$ cat src/rtl/settle_pkg.sv
package settle_pkg;

    typedef enum logic [2:0] {
        S_IDLE,
        S_ARMED,
        S_SETTLE,
        S_HS,
        S_ABORT
    } lane_state_t;

    // line state codes, bit 1 = Dp, bit 0 = Dn
    localparam logic [1:0] LP11 = 2'b11;
    localparam logic [1:0] LP01 = 2'b01;
    localparam logic [1:0] LP00 = 2'b00;

    localparam int CFG_W = 32;

endpackage

$ cat src/rtl/lp_sync2.sv
module lp_sync2 #(
    parameter int W      = 2,
    parameter int STAGES = 2
) (
    input  logic         clk,
    input  logic         rst_n,
    input  logic [W-1:0] d,
    output logic [W-1:0] q
);
    logic [W-1:0] stage_q [STAGES];

    // resets to all ones so a lane starts in the stop state
    always_ff @(posedge clk or negedge rst_n) begin
        if (!rst_n) begin
            stage_q[0] <= '1;
        end else begin
            stage_q[0] <= d;
        end
    end

    for (genvar s = 1; s < STAGES; s++) begin : g_stage
        always_ff @(posedge clk or negedge rst_n) begin
            if (!rst_n) begin
                stage_q[s] <= '1;
            end else begin
                stage_q[s] <= stage_q[s-1];
            end
        end
    end

    assign q = stage_q[STAGES-1];

endmodule

$ cat src/rtl/settle_cfg.sv
module settle_cfg
    import settle_pkg::*;
#(
    parameter int FIELD_W = 6,
    parameter int CLK_LSB = 8,
    parameter int DAT_LSB = 0,
    parameter int CLK_RST = 0,
    parameter int DAT_RST = 10
) (
    input  logic               clk,
    input  logic               rst_n,
    input  logic               we,
    input  logic [CFG_W-1:0]   wdata,
    output logic [CFG_W-1:0]   rdata,
    output logic [FIELD_W-1:0] clk_settle,
    output logic [FIELD_W-1:0] dat_settle
);
    logic [FIELD_W-1:0] clk_q;
    logic [FIELD_W-1:0] dat_q;

    always_ff @(posedge clk or negedge rst_n) begin
        if (!rst_n) begin
            clk_q <= FIELD_W'(CLK_RST);
            dat_q <= FIELD_W'(DAT_RST);
        end else if (we) begin
            clk_q <= wdata[CLK_LSB +: FIELD_W];
            dat_q <= wdata[DAT_LSB +: FIELD_W];
        end
    end

    always_comb begin
        rdata                       = '0;
        rdata[CLK_LSB +: FIELD_W]   = clk_q;
        rdata[DAT_LSB +: FIELD_W]   = dat_q;
    end

    assign clk_settle = clk_q;
    assign dat_settle = dat_q;

    // a write lands in both fields one edge later
    assert_field_write_R2: assert property (@(posedge clk) disable iff (!rst_n)
        we |=> (rdata[CLK_LSB +: FIELD_W] == $past(wdata[CLK_LSB +: FIELD_W]))
            && (rdata[DAT_LSB +: FIELD_W] == $past(wdata[DAT_LSB +: FIELD_W])));

    // fields hold without a write
    assert_field_hold_R2: assert property (@(posedge clk) disable iff (!rst_n)
        !we |=> $stable(rdata));

endmodule

$ cat src/rtl/settle_lane.sv
module settle_lane
    import settle_pkg::*;
#(
    parameter int FIELD_W = 6,
    parameter int OFFSET  = 7,
    localparam int CNT_W  = $clog2((1 << FIELD_W) + OFFSET + 1)
) (
    input  logic               clk,
    input  logic               rst_n,
    input  logic [1:0]         lp,
    input  logic [FIELD_W-1:0] prog,
    output logic               hs_mask,
    output logic               hs_enable,
    output logic               abort
);
    lane_state_t state_q, state_d;
    logic [CNT_W-1:0] cnt_q, cnt_d;
    logic             load;

    assign load = (state_q == S_ARMED) && (lp == LP00);

    always_comb begin
        state_d = state_q;
        unique case (state_q)
            S_IDLE:   if (lp == LP01) state_d = S_ARMED;
            S_ARMED: begin
                if (lp == LP00)      state_d = S_SETTLE;
                else if (lp != LP01) state_d = S_IDLE;
            end
            S_SETTLE: begin
                if (lp != LP00)      state_d = S_ABORT;
                else if (cnt_q == '0) state_d = S_HS;
            end
            S_HS:     if (lp == LP11) state_d = S_IDLE;
            S_ABORT:  state_d = S_IDLE;
            default:  state_d = S_IDLE;
        endcase
    end

    always_comb begin
        cnt_d = cnt_q;
        if (load) begin
            cnt_d = CNT_W'(prog) + CNT_W'(OFFSET - 1);
        end else if (state_q == S_SETTLE && cnt_q != '0) begin
            cnt_d = cnt_q - 1'b1;
        end
    end

    always_ff @(posedge clk or negedge rst_n) begin
        if (!rst_n) begin
            state_q <= S_IDLE;
            cnt_q   <= '0;
        end else begin
            state_q <= state_d;
            cnt_q   <= cnt_d;
        end
    end

    always_comb begin
        hs_mask   = 1'b0;
        hs_enable = 1'b0;
        abort     = 1'b0;
        unique case (state_q)
            S_SETTLE: hs_mask   = 1'b1;
            S_HS:     hs_enable = 1'b1;
            S_ABORT:  abort     = 1'b1;
            default: ;
        endcase
    end

    // checker state: length of the current mask run and the window it should have
    logic [CNT_W:0]   run_q;
    logic [CNT_W-1:0] win_q;

    always_ff @(posedge clk or negedge rst_n) begin
        if (!rst_n) begin
            run_q <= '0;
            win_q <= '0;
        end else begin
            run_q <= hs_mask ? run_q + 1'b1 : '0;
            if (load) win_q <= CNT_W'(prog) + CNT_W'(OFFSET);
        end
    end


    assert_mask_enable_excl_R6: assert property (@(posedge clk) disable iff (!rst_n)
        !(hs_mask && hs_enable));

    // R4 (clock lane) and R5 (data lane): enable follows a full window
    assert_window_len_R4: assert property (@(posedge clk) disable iff (!rst_n)
        $rose(hs_enable) |-> (run_q == (CNT_W+1)'(win_q)));

    assert_enable_after_mask_R5: assert property (@(posedge clk) disable iff (!rst_n)
        $rose(hs_enable) |-> $past(hs_mask));


    assert_abort_pulse_R8: assert property (@(posedge clk) disable iff (!rst_n)
        abort |=> !abort);

    assert_abort_source_R8: assert property (@(posedge clk) disable iff (!rst_n)
        abort |-> ($past(hs_mask) && !hs_enable));

    // a window only follows the armed state
    assert_armed_first_R9: assert property (@(posedge clk) disable iff (!rst_n)
        $rose(hs_mask) |-> ($past(state_q) == S_ARMED));

endmodule

$ cat src/rtl/settle_window_timer.sv
module settle_window_timer
    import settle_pkg::*;
#(
    parameter int FIELD_W  = 6,
    parameter int CLK_OFS  = 7,
    parameter int DAT_OFS  = 5,
    parameter int SYNC_STG = 2
) (
    input  logic              clk,
    input  logic              rst_n,
    input  logic [1:0]        clk_lane_lp,
    input  logic [1:0]        dat_lane_lp,
    input  logic              cfg_we,
    input  logic [31:0]       cfg_wdata,
    output logic [31:0]       cfg_rdata,
    output logic              clk_hs_mask,
    output logic              clk_hs_enable,
    output logic              clk_abort,
    output logic              dat_hs_mask,
    output logic              dat_hs_enable,
    output logic              dat_abort
);
    logic [1:0]         clk_lp_s, dat_lp_s;
    logic [FIELD_W-1:0] clk_settle, dat_settle;

    settle_cfg #(.FIELD_W(FIELD_W)) u_cfg (
        .clk        (clk),
        .rst_n      (rst_n),
        .we         (cfg_we),
        .wdata      (cfg_wdata),
        .rdata      (cfg_rdata),
        .clk_settle (clk_settle),
        .dat_settle (dat_settle)
    );

    lp_sync2 #(.W(2), .STAGES(SYNC_STG)) u_sync_clk (
        .clk (clk), .rst_n (rst_n), .d (clk_lane_lp), .q (clk_lp_s)
    );

    lp_sync2 #(.W(2), .STAGES(SYNC_STG)) u_sync_dat (
        .clk (clk), .rst_n (rst_n), .d (dat_lane_lp), .q (dat_lp_s)
    );

    settle_lane #(.FIELD_W(FIELD_W), .OFFSET(CLK_OFS)) u_clk_lane (
        .clk       (clk),
        .rst_n     (rst_n),
        .lp        (clk_lp_s),
        .prog      (clk_settle),
        .hs_mask   (clk_hs_mask),
        .hs_enable (clk_hs_enable),
        .abort     (clk_abort)
    );

    settle_lane #(.FIELD_W(FIELD_W), .OFFSET(DAT_OFS)) u_dat_lane (
        .clk       (clk),
        .rst_n     (rst_n),
        .lp        (dat_lp_s),
        .prog      (dat_settle),
        .hs_mask   (dat_hs_mask),
        .hs_enable (dat_hs_enable),
        .abort     (dat_abort)
    );

    // a lane in the stop state keeps its outputs quiet
    assert_lane_quiet_R10: assert property (@(posedge clk) disable iff (!rst_n)
        ($past(clk_lp_s) == LP11 && clk_lp_s == LP11) |=> !clk_hs_mask && !clk_hs_enable);

endmodule

$ cat config.mk
export PLATFORM = sky130hd
export DESIGN_NAME = settle_window_timer
export DESIGN_NICKNAME = d
export VERILOG_FILES = /design/src/rtl/settle_pkg.sv /design/src/rtl/lp_sync2.sv /design/src/rtl/settle_cfg.sv /design/src/rtl/settle_lane.sv /design/src/rtl/settle_window_timer.sv
export SDC_FILE = /design/constraint.sdc
export NUM_CORES = 1
export LEC_CHECK = 0
export BUFFER_PORTS_ARGS = -buffer_cell sky130_fd_sc_hd__buf_4
export CAP_MARGIN = 20
export CORE_MARGIN = 8
export CORE_UTILIZATION = 45
export DETAILED_ROUTE_END_ITERATION = 16
export PLACE_DENSITY = 0.74
export SLEW_MARGIN = 25
export SYNTH_ARGS = -nofsm -noshare
export SYNTH_HDL_FRONTEND = slang
export SYNTH_SLANG_ARGS = --single-unit
export TNS_END_PERCENT = 1
$ cat constraint.sdc
create_clock -name clk -period 2.1 [get_ports clk]
set_input_delay 0.42 -clock clk [delete_from_list [all_inputs] [get_ports clk]]
set_output_delay 0.42 -clock clk [all_outputs]
set_load 0.05 [all_outputs]
==> results of run 1 <==
-- layout make-up --
type                            instances  area [um2]
Clock inverter                          2        60.1
Inverter                               12        45.0
Sequential cell                        40        1010
Multi-Input combinational cell        137         968
Clock buffer                            6        72.6
Fill cell                             398        2120
Tap cell                               54        67.6
Timing Repair Buffer                   38         285
-- flip-flops by register name, indices dropped and copies added (netlist names) --
name,count
u_cfg.clk_settle,6
u_cfg.dat_settle,6
u_clk_lane.cnt_q,7
u_clk_lane.state_q,3
u_dat_lane.cnt_q,7
u_dat_lane.state_q,3
u_sync_clk.q,2
u_sync_clk.stage_q,2
u_sync_dat.q,2
u_sync_dat.stage_q,2
-- cell families (layout without fill, tap and decap cells) --
logic type	Yosys count	count (layout)
other	1	20
and+or+nand+nor	52	52
AOI/OAI and AO/OA	29	29
DFF	40	40
xor gates and xnor gates	10	10
adders and majority gates	5	5
buffers and inverters	36	58
muxes	21	21
-- power breakdown --
group / total [uW] / internal (uW) / switching [uW]
clock: 738 / 475 / 263
sequential: 1130 / 943 / 190
combinational: 793 / 325 / 468
-- synthesized netlist by cell type (all sizes together) (2+ instances only) --
master and number:
dfrtp 30, buf 22, nor2 17, a21oi 13
mux2 13, inv 12, dfstp 10, nand2 10
mux2i 8, nand3 7, o21ai 6, xnor2 6
ha 4, xor2 4, nor3b 3, a211oi 2
a31oi 2, clkbuf 2, nand4b 2, nor4b 2
or3b 2
-- layout by cell type (no fill, tap or decap), types with 2 or more instances in the layout --
master     Yosys  routed
buf_4         20      38
dfrtp_1       30      30
conb_1         1      20
nor2_1        17      17
mux2_2        12      12
a21oi_1       11      11
inv_1         10      10
nand2_1       10      10
dfstp_2       10      10
mux2i_1        8       8
nand3_1        7       7
xnor2_1        6       6
clkbuf_8       0       5
xor2_1         4       4
o21ai_0        4       4
ha_1           4       4
or3b_1         2       2
inv_2          2       2
nor3b_1        2       2
a21oi_2        2       2
o21ai_1        2       2
nand4b_1       2       2
a31oi_1        2       2
bufinv_16      0       2
-- worst paths after layout --
path	cells after the start	slack [ns]	end
worst max-delay path	3	0.08	clk_hs_mask
worst min-delay path	1	0.09	u_cfg.clk_settle[3]$_DFFE_PN0P_
worst max register to register	4	0.33	u_clk_lane.cnt_q[1]$_DFFE_PN0P_
worst min register to register	0	0.36	u_sync_dat.q[0]$_DFF_PN1_
max in group asynchronous	1	1.64	u_sync_clk.q[0]$_DFF_PN1_
min in group clk	1	0.23	u_sync_dat.stage_q[2]$_DFF_PN1_
-- metrics by stage --
| step | setup slack [ns] | std cells |
|---|---|---|
| floorplan | 0.0891 | 213 |
| global placement | 0.373 | 281 |
| detailed placement | 0.336 | 281 |
| CTS | 0.0642 | 289 |
| global route | 0.00643 | 289 |
| finish | 0.0845 | 289 |
-- metal layers --
layer | GRT usage | up-vias
met2 | 0.192 | 45
li1 | - | 712
met4 | 0.0631 | 0
met5 | 0 | -
met3 | 0.0332 | 6
met1 | 0.128 | 684
==> key figures, run 1 <==
Run status
  • Status: finished, final reports clean

Power
  • Total power: between 2000 and 3000 uW
  • Leak: 0.00113 uW
  • VDD IR max: around 0.46 mV
  • Pwr dens: 1060 nW/um2

Yosys
  • Count of cell types in the netlist: 47
  • Number of flops mapped to enable cells by yosys: 0
  • Combinational family with the most area after synthesis: simple AND/OR/NAND/NOR gates
  • Mapped cell area: around 2100 um2
  • Post-Syn Instances: 194
  • Post-synthesis xor/xnor area fraction: 0.0411
  • Yosys reg bits: 40
  • Seq/Total Area, Yosys: 0.476
  • Synth top area cells: dfrtp_1 35%, dfstp_2 12%, buf_4 7.1%
  • Top_reg_cell synth: dfrtp_1
  • Yosys top cell area share: 0.353
  • Post-synthesis compound-gate area fraction: 0.0911
  • Simple-gate share of the synthesized area: 0.153
  • Avg Inst Size Synth: 11.0 um2
  • Synth Warn #: 0
  • Ys async rst share: 1.00
  • Synth Area in Adders: 0.0282
  • Yosys top cell by area: dfrtp_1
  • Post-synthesis mux area share: 0.106

Timing
  • Max-slew violation count: 0
  • Achievable Freq: between 0.4 and 0.5 GHz
  • Hold slack: between 0.09 and 0.1 ns
  • Final Skew: ~0.0050 ns
  • Minimum clock period: slightly above 2 ns
  • Setup TNS: 0 ns
  • Setup violators final: 0
  • RSZ-0062 raised after global routing: no
  • Fin crit share: 0.960
  • Fin. Hold Viols: 0

Clock tree
  • Hold_buf cts: 0
  • Postcts setup bufs: 0
  • H-tree depth: 2
  • CTS resizes: 0
  • CTS tree: done
  • Clk buf depth: 2
  • Clock Tree Root: clkbuf_8
  • Reg clk slew, reported paths: ~0.08 ns
  • CTS Buf Count: 5
  • Clk Latency, worst-skew pair: 0.29 ns
  • Clk sinks: 40

Cells and area
  • Post-layout nets: around 280
  • Design area: between 2000 and 3000 um2
  • Layout Area Growth over Synthesis: 18.0%
  • Core Util, Final: 0.543
  • Share of layout cells above drive strength 1: 0.332
  • Diode count: 0

Floorplan
  • Initial Util: 0.460
  • Core Footprint: between 4000 and 5000 um2
  • Die Wd: ~85 um
  • Die Ht: approximately 85 um
  • Num ports: between 70 and 80
  • # rows: 25
  • Die area: 7190 um2

Placed design
  • Port Buf Inserts: 36
  • RD Place Congestion: ~0.74
  • Detail Placement HPWL: 2970 um
  • Placed inst area: 2380 um2

Routing
  • Wl on met1: around 1700 um
  • Top Metal Used: met4
  • Detailed Routing Iterations Pass 1: 4
  • Detailed Route Iter0 Violations: 31
  • Drt drc: 0
  • Via count: about 1400
  • Met3 routed WL: 266 um
  • Vias/cell: around 5.0
  • Final WL: ~4000 um
  • DR WL met2: between 1500 and 2000 um
  • Antenna viol nets, final: 0
  • Routed wire per std cell: around 13 um

Critical path
  • Slowest cell on the critical path: or3b_1
  • WP data required: about 1.7 ns
  • CP bufs+invs: 2
  • Worst r2r src: u_clk_lane.state_q[1]$_DFFE_PN0P_
  • Top Family by Delay on Critical Path: simple AND/OR/NAND/NOR gates
  • Critical Path Source Type: register
  • Critical path cell sequence: or3b_1 > inv_2 > buf_4
  • Critical path arrival: 1.60 ns
  • Worst-path maximum fanout: 8
  • CP Class: reg -> out
  • Worst Setup SP: u_clk_lane.state_q[1]$_DFFE_PN0P_
  • CP max stage delay: between 0.5 and 0.6 ns
  • Critical Path End Type: output pin

Global routing
  • Gr usage total: 0.115
  • Global-route wire length before repair: 6660 um
  • Initial antenna violation count: 0
  • GR Overflow Total: 0
  • Vias in the first global route: between 1000 and 1500
  • Largest net degree at the start of global routing: between 40 and 50

Flow run
  • Maxcap violations: 0

Worst hold path
  • Hold Crit Class: in -> async
No activity file was read; power rests on OpenSTA's default activity.
==> run 2, diff against run 1 <==
PLACE_DENSITY = 0.75   (was 0.74)
==> run 2 against run 1 <==
First-iteration DRC count up 16%. Utilization down 1.0 points. Combinational power up 0.6%. Critical path depth unchanged. Critical path type unchanged. Largest cell class unchanged.
==> key figures, run 2 (synthesis gave the netlist of run 1 again) <==
Cells and area
  • Diode count: 0 (unchanged)
  • Share of layout cells above drive strength 1: 0.332 (unchanged)
  • Layout Area Growth over Synthesis: 15.7% (was 18.0%)
  • Post-layout nets: 277 (unchanged)
  • Commonest non-fill, non-tap cell in the layout: buf_4 (unchanged)
  • Commonest non-fill, non-tap cells in the layout: 38 x buf_4, 30 x dfrtp_1, 20 x conb_1 (unchanged)
  • Fillcell total: 413 (was 398)
  • Core Util, Final: 0.532 (was 0.543)
  • Top flop regs: u_clk_lane.cnt_q x7, u_dat_lane.cnt_q x7 (unchanged)

Routing
  • Vias/cell: 5.05 (was 5.01)
  • Routed wire per std cell: 14.0 um (was 13.5 um)
  • Detailed Routing Iterations Pass 1: 4 (unchanged)
  • Detailed Route Iter0 Violations: 36 (was 31)
  • Drt drc: 0 (unchanged)
  • Via count: 1459 (was 1447)
  • Antenna viol nets, final: 0 (unchanged)
  • Final WL: 4050 um (was 3900 um)

Power
  • Pwr dens: 990 nW/um2 (was 1060 nW/um2)
  • VDD IR max: 0.592 mV (was 0.465 mV)
  • Leak: 0.00110 uW (was 0.00113 uW)

Clock tree
  • Hold_buf cts: 0 (unchanged)
  • Clk Latency, worst-skew pair: 0.29 ns (about the same)
  • CTS tree: done (unchanged)
  • CTS Buf Count: 5 (unchanged)
  • H-tree depth: 2 (unchanged)
  • Postcts setup bufs: 0 (unchanged)
  • Clock Tree Root: clkbuf_8 (unchanged)
  • Reg clk slew, reported paths: 0.08 ns (about the same)
  • Clk buf depth: 2 (unchanged)
  • CTS resizes: 0 (unchanged)
  • Clk sinks: 40 (unchanged)

Placed design
  • Worst slack, placed: 0.300 ns (was 0.336 ns)
  • Port Buf Inserts: 36 (unchanged)
  • RD Place Congestion: 0.737 (was 0.735)
  • Detail Placement HPWL: 3030 um (was 2970 um)

Critical path
  • Critical Path End Type: output pin (unchanged)
  • Critical path arrival: 1.62 ns (was 1.60 ns)
  • Worst-path maximum fanout: 8 (unchanged)
  • WP data required: 1.68 ns (about the same)
  • R2r setup slk: 0.28 ns (was 0.33 ns)
  • CP Class: reg -> out (unchanged)
  • RR Endpoint: u_dat_lane.cnt_q[1]$_DFFE_PN0P_ (was u_clk_lane.cnt_q[1]$_DFFE_PN0P_)
  • Worst Setup SP: u_clk_lane.state_q[1]$_DFFE_PN0P_ (unchanged)
  • R2R depth: 7 (was 4)
  • Critical Path Source Type: register (unchanged)
  • Worst r2r src: u_dat_lane.cnt_q[0]$_DFFE_PN0P_ (was u_clk_lane.state_q[1]$_DFFE_PN0P_)
  • Termination of the worst setup path: clk_hs_mask (unchanged)

Floorplan
  • Initial Util: 0.460 (unchanged)
  • Die area: 7190 um2 (unchanged)
  • Die Ht: 84.8 um (unchanged)
  • Die Wd: 84.8 um (unchanged)
  • # rows: 25 (unchanged)
  • Num ports: 77 (unchanged)
  • Core Footprint: 4630 um2 (unchanged)

Timing
  • Achievable Freq: 0.491 GHz (was 0.496 GHz)
  • Minimum clock period: 2.04 ns (was 2.02 ns)
  • Setup TNS: 0 ns (unchanged)
  • Final Skew: 0.00660 ns (was 0.00503 ns)
  • Fin. Hold Viols: 0 (unchanged)
  • Hold slack: 0.0755 ns (was 0.0903 ns)
  • Fin crit share: 0.971 (was 0.960)
  • RSZ-0062 raised after global routing: no (unchanged)
  • Worst setup margin: 0.0616 ns (was 0.0845 ns)
  • Max-slew violation count: 0 (unchanged)
  • Setup violators final: 0 (unchanged)

Global routing
  • GR Overflow Total: 0 (unchanged)
  • Initial antenna violation count: 0 (unchanged)
  • Gr usage total: 0.112 (was 0.115)
  • Largest net degree at the start of global routing: 41 (unchanged)
  • Vias in the first global route: 1513 (was 1499)
  • Global-route wire length before repair: 6570 um (was 6660 um)

Worst hold path
  • Hold Crit Class: in -> async (unchanged)

Flow run
  • Maxcap violations: 0 (unchanged)

Run status
  • Status: finished, final reports clean (unchanged)
[run 2: worst min-delay path by stage]
stage | start | to | slack (ns) | depth (start not counted)
floorplan | rst_n | u_cfg.clk_settle[0]$_DFFE_PN0P_ | 0.12 | 0
global placement | u_sync_dat.stage_q[3]$_DFF_PN1_ | u_sync_dat.q[1]$_DFF_PN1_ | 0.35 | 0
detailed placement | u_sync_clk.stage_q[2]$_DFF_PN1_ | u_sync_clk.q[0]$_DFF_PN1_ | 0.35 | 0
CTS | rst_n | u_cfg.clk_settle[3]$_DFFE_PN0P_ | 0.10 | 1
global route | rst_n | u_cfg.clk_settle[2]$_DFFE_PN0P_ | 0.12 | 1
finish | rst_n | u_cfg.clk_settle[0]$_DFFE_PN0P_ | 0.08 | 1
[run 2: metal layers]
layer	up-vias	part of all wire	GRT usage
li1	708	-	-
met1	698	0.44	0.126
met2	47	0.47	0.187
met3	6	0.066	0.0361
met4	0	0.018	0.0534
met5	-	0	0
[run 2: per-stage QoR]
step / std cells / cell area (um2) / total power [uW]
5_1_grt: 289 / 2460 / 2570
6_report: 289 / 2460 / 2440
3_3_place_gp: 281 / 2380 / 1910
3_5_place_dp: 281 / 2380 / 1950
2_1_floorplan: 213 / 2200 / 1750
4_1_cts: 289 / 2460 / 2460
[run 2: layout make-up]
cell class              instances  area [um2]  share of cell area
multi-input cells             137         968               0.393
clock buffers                   6        72.6              0.0294
flip-flops and latches         40        1010               0.411
well taps                      54        67.6              0.0274
inverters                      12        45.0              0.0183
repair buffers                 38         285               0.116
clock inverters                 2        12.5             0.00508
[run 2: worst max-delay path, stage by stage, from the launching register on]
cell and delay (ns):
dfrtp_1 0.47, or3b_1 0.53, inv_2 0.13, buf_4 0.20
[run 2: power by group]
group	switching, uW	total (uW)	internal, uW
Sequential	197	1140	942
Combinational	473	798	325
Clock	271	503	232
==> run 3, diff against run 2 <==
ABC_AREA = 1   (was default)
PLACE_DENSITY = 0.73   (was 0.75)
==> run 3 against run 2 <==
Sequential power hardly changed. Global-route usage increased by 1.5 points. Clock skew decreased by 0.0029 ns. Critical path type unchanged. Highest routed layer unchanged.
==> key figures, run 3 <==
Flow run
  • Maxcap violations: 0 (unchanged)

Critical path
  • CP Class: reg -> out (unchanged)
  • RR Endpoint: u_dat_lane.cnt_q[1]$_DFFE_PN0P_ (unchanged)
  • WP data required: 1.68 ns (about the same)
  • Critical path arrival: 1.33 ns (was 1.62 ns)
  • Slowest cell on the critical path: dfrtp_1 (was or3b_1)
  • R2r setup slk: 0.46 ns (was 0.28 ns)
  • CP bufs+invs: 3 (was 2)
  • Worst r2r src: u_dat_lane.cnt_q[0]$_DFFE_PN0P_ (unchanged)
  • Worst-path maximum fanout: 4 (was 8)
  • Critical path cell sequence: inv_1 > nand3_1 > inv_2 > buf_4 (was or3b_1 > inv_2 > buf_4)
  • CP max stage delay: 0.43 ns (was 0.53 ns)
  • Top Family by Delay on Critical Path: buffers and inverters (was simple AND/OR/NAND/NOR gates)
  • R2R depth: 9 (was 7)
  • Critical Path End Type: output pin (unchanged)
  • Critical Path Source Type: register (unchanged)

Clock tree
  • Postcts setup bufs: 0 (unchanged)
  • Hold_buf cts: 0 (unchanged)
  • Clk Latency, worst-skew pair: 0.28 ns (was 0.29 ns)
  • Reg clk slew, reported paths: 0.07 ns (was 0.08 ns)
  • Clk sinks: 40 (unchanged)
  • CTS Buf Count: 5 (unchanged)
  • H-tree depth: 2 (unchanged)
  • CTS resizes: 0 (unchanged)
  • Clock Tree Root: clkbuf_8 (unchanged)
  • CTS tree: done (unchanged)
  • Clk buf depth: 2 (unchanged)

Yosys
  • Simple-gate share of the synthesized area: 0.280 (was 0.153)
  • Synth top area cells: dfrtp_1 32%, nand2_1 12%, dfstp_2 11% (was dfrtp_1 35%, dfstp_2 12%, buf_4 7.1%)
  • Top_reg_cell synth: dfrtp_1 (unchanged)
  • Count of cell types in the netlist: 30 (was 47)
  • Number of flops mapped to enable cells by yosys: 0 (unchanged)
  • Count leader, synth: nand2_1 (was dfrtp_1)
  • Ys async rst share: 1.00 (unchanged)
  • Synth Warn #: 0 (unchanged)
  • Synth Area in Adders: 0.0214 (was 0.0282)
  • Post-Syn Instances: 288 (was 194)
  • Mapped cell area: 2340 um2 (was 2130 um2)
  • Post-synthesis xor/xnor area fraction: 0.00749 (was 0.0411)
  • Avg Inst Size Synth: 8.12 um2 (was 11.0 um2)
  • Yosys top cell by area: dfrtp_1 (unchanged)
  • Seq/Total Area, Yosys: 0.433 (was 0.476)
  • Yosys reg bits: 40 (unchanged)
  • Post-synthesis mux area share: 0.0144 (was 0.106)
  • Post-synthesis compound-gate area fraction: 0.0984 (was 0.0911)
  • Combinational family with the most area after synthesis: simple AND/OR/NAND/NOR gates (unchanged)
  • Most common library cells after synthesis: 73 x nand2_1, 37 x inv_1, 30 x dfrtp_1 (was 30 x dfrtp_1, 20 x buf_4, 17 x nor2_1)
  • Yosys top cell area share: 0.321 (was 0.353)

Global routing
  • Largest net degree at the start of global routing: 41 (unchanged)
  • Initial antenna violation count: 0 (unchanged)
  • Gr usage total: 0.127 (was 0.112)
  • Global-route wire length before repair: 7810 um (was 6570 um)
  • GR Overflow Total: 0 (unchanged)
  • Vias in the first global route: 1804 (was 1513)

Routing
  • Via count: 1835 (was 1459)
  • Detailed Route Iter0 Violations: 95 (was 36)
  • Routed wire per std cell: 11.4 um (was 14.0 um)
  • Detailed Routing Iterations Pass 1: 4 (unchanged)
  • Final WL: 4520 um (was 4050 um)
  • Vias/cell: 4.62 (was 5.05)
  • Antenna viol nets, final: 0 (unchanged)
  • Drt drc: 0 (unchanged)

Power
  • Pwr dens: 1170 nW/um2 (was 990 nW/um2)
  • Leak: 0.00137 uW (was 0.00110 uW)
  • VDD IR max: 0.465 mV (was 0.592 mV)
  • Clock power share: 0.164 (was 0.206)
  • Sw power: 1400 uW (was 941 uW)
  • Gate power share: 0.479 (was 0.327)
  • Sequential Power Share: 0.358 (was 0.467)
  • Switch share: 0.447 (was 0.386)
  • Pint: 1730 uW (was 1500 uW)

Cells and area
  • Area of the multi-input gates: 1060 um2 (was 968 um2)
  • Post-layout nets: 369 (was 277)
  • Commonest non-fill, non-tap cell in the layout: nand2_1 (was buf_4)
  • Diode count: 0 (unchanged)
  • Design area: 2680 um2 (was 2460 um2)
  • Share of layout cells above drive strength 1: 0.248 (was 0.332)
  • Top flop regs: u_clk_lane.cnt_q x7, u_dat_lane.cnt_q x7 (unchanged)
  • Commonest non-fill, non-tap cells in the layout: 73 x nand2_1, 37 x inv_1, 36 x buf_4 (was 38 x buf_4, 30 x dfrtp_1, 20 x conb_1)
  • Fillcell total: 500 (was 413)
  • Layout Area Growth over Synthesis: 14.4% (was 15.7%)
  • Sequential standard cell area: 1010 um2 (unchanged)

Floorplan
  • # rows: 26 (was 25)
  • Die Ht: 88.1 um (was 84.8 um)
  • Num ports: 77 (unchanged)
  • Core Footprint: 5070 um2 (was 4630 um2)
  • Die area: 7760 um2 (was 7190 um2)
  • Die Wd: 88.1 um (was 84.8 um)
  • Initial Util: 0.461 (was 0.460)

Timing
  • Achievable Freq: 0.570 GHz (was 0.491 GHz)
  • Fin. Hold Viols: 0 (unchanged)
  • Max-slew violation count: 0 (unchanged)
  • RSZ-0062 raised after global routing: no (unchanged)
  • Setup TNS: 0 ns (unchanged)
  • Fin crit share: 0.835 (was 0.971)
  • Setup violators final: 0 (unchanged)
  • Minimum clock period: 1.75 ns (was 2.04 ns)
  • Final Skew: 0.00369 ns (was 0.00660 ns)

Worst hold path
  • Hold Crit Class: in -> async (unchanged)

Placed design
  • Detail Placement HPWL: 3570 um (was 3030 um)
  • RD Place Congestion: 0.836 (was 0.737)
  • Placed inst area: 2590 um2 (was 2380 um2)
  • Port Buf Inserts: 36 (unchanged)

Run status
  • Status: finished, final reports clean (unchanged)
-- run 3: worst max path at each step --
stage | startpoint | to | slack (ns) | cells past startpoint
final | u_clk_lane.state_q[2]$_DFFE_PN0P_ | clk_hs_mask | 0.35 | 4
after CTS | u_clk_lane.state_q[2]$_DFFE_PN0P_ | clk_hs_mask | 0.33 | 4
after global routing | u_clk_lane.state_q[2]$_DFFE_PN0P_ | clk_hs_mask | 0.24 | 4
after global placement | u_dat_lane.cnt_q[0]$_DFFE_PN0P_ | u_dat_lane.cnt_q[1]$_DFFE_PN0P_ | 0.51 | 9
after floorplan | u_clk_lane.state_q[2]$_DFFE_PN0P_ | clk_abort | 0.17 | 2
after detailed placement | u_dat_lane.cnt_q[0]$_DFFE_PN0P_ | u_dat_lane.cnt_q[2]$_DFFE_PN0P_ | 0.48 | 9
-- run 3: kinds of logic (layout without fill, tap and decap cells) --
logic type | count (synthesis) | after routing
AOI/OAI and AO/OA | 37 | 37
xor gates and xnor gates | 2 | 2
adders and majority gates | 4 | 4
buffers and inverters | 65 | 85
DFF | 40 | 40
muxes | 3 | 3
other | 1 | 20
and+or+nand+nor | 136 | 136
-- run 3: area by class of cell --
type                    count  area share
repair buffers             36       0.101
inverters                  41      0.0575
well taps                  70      0.0327
multi-input cells         202       0.396
flip-flops and latches     40       0.379
clock buffers               8      0.0337
-- run 3: power groups by stage --
stage               clock network, uW  registers [uW]  logic (uW)
detailed placement                  0            1130        1500
global route                      568            1150        1710
floorplan                           0            1170        1170
global placement                    0            1120        1450
finish                            511            1120        1490
CTS                               529            1120        1500
-- run 3: per-stage QoR --
step	total power, uW	hold slack [ns]	cells	setup WS (ns)	util
final	3120	0.0941	397	0.347	0.527
after global routing	3420	0.127	397	0.242	0.527
after CTS	3150	0.107	397	0.329	0.527
after detailed placement	2620	0.347	389	0.479	0.510
after global placement	2580	0.346	389	0.507	0.510
after floorplan	2350	0.124	307	0.171	-
-- run 3: layer usage --
metal | routed length, um | GRT usage | vias up
met4 | 55 | 0.0476 | 0
li1 | - | - | 960
met1 | 1990 | 0.150 | 818
met3 | 325 | 0.0375 | 5
met5 | 0 | 0 | -
met2 | 2150 | 0.210 | 52
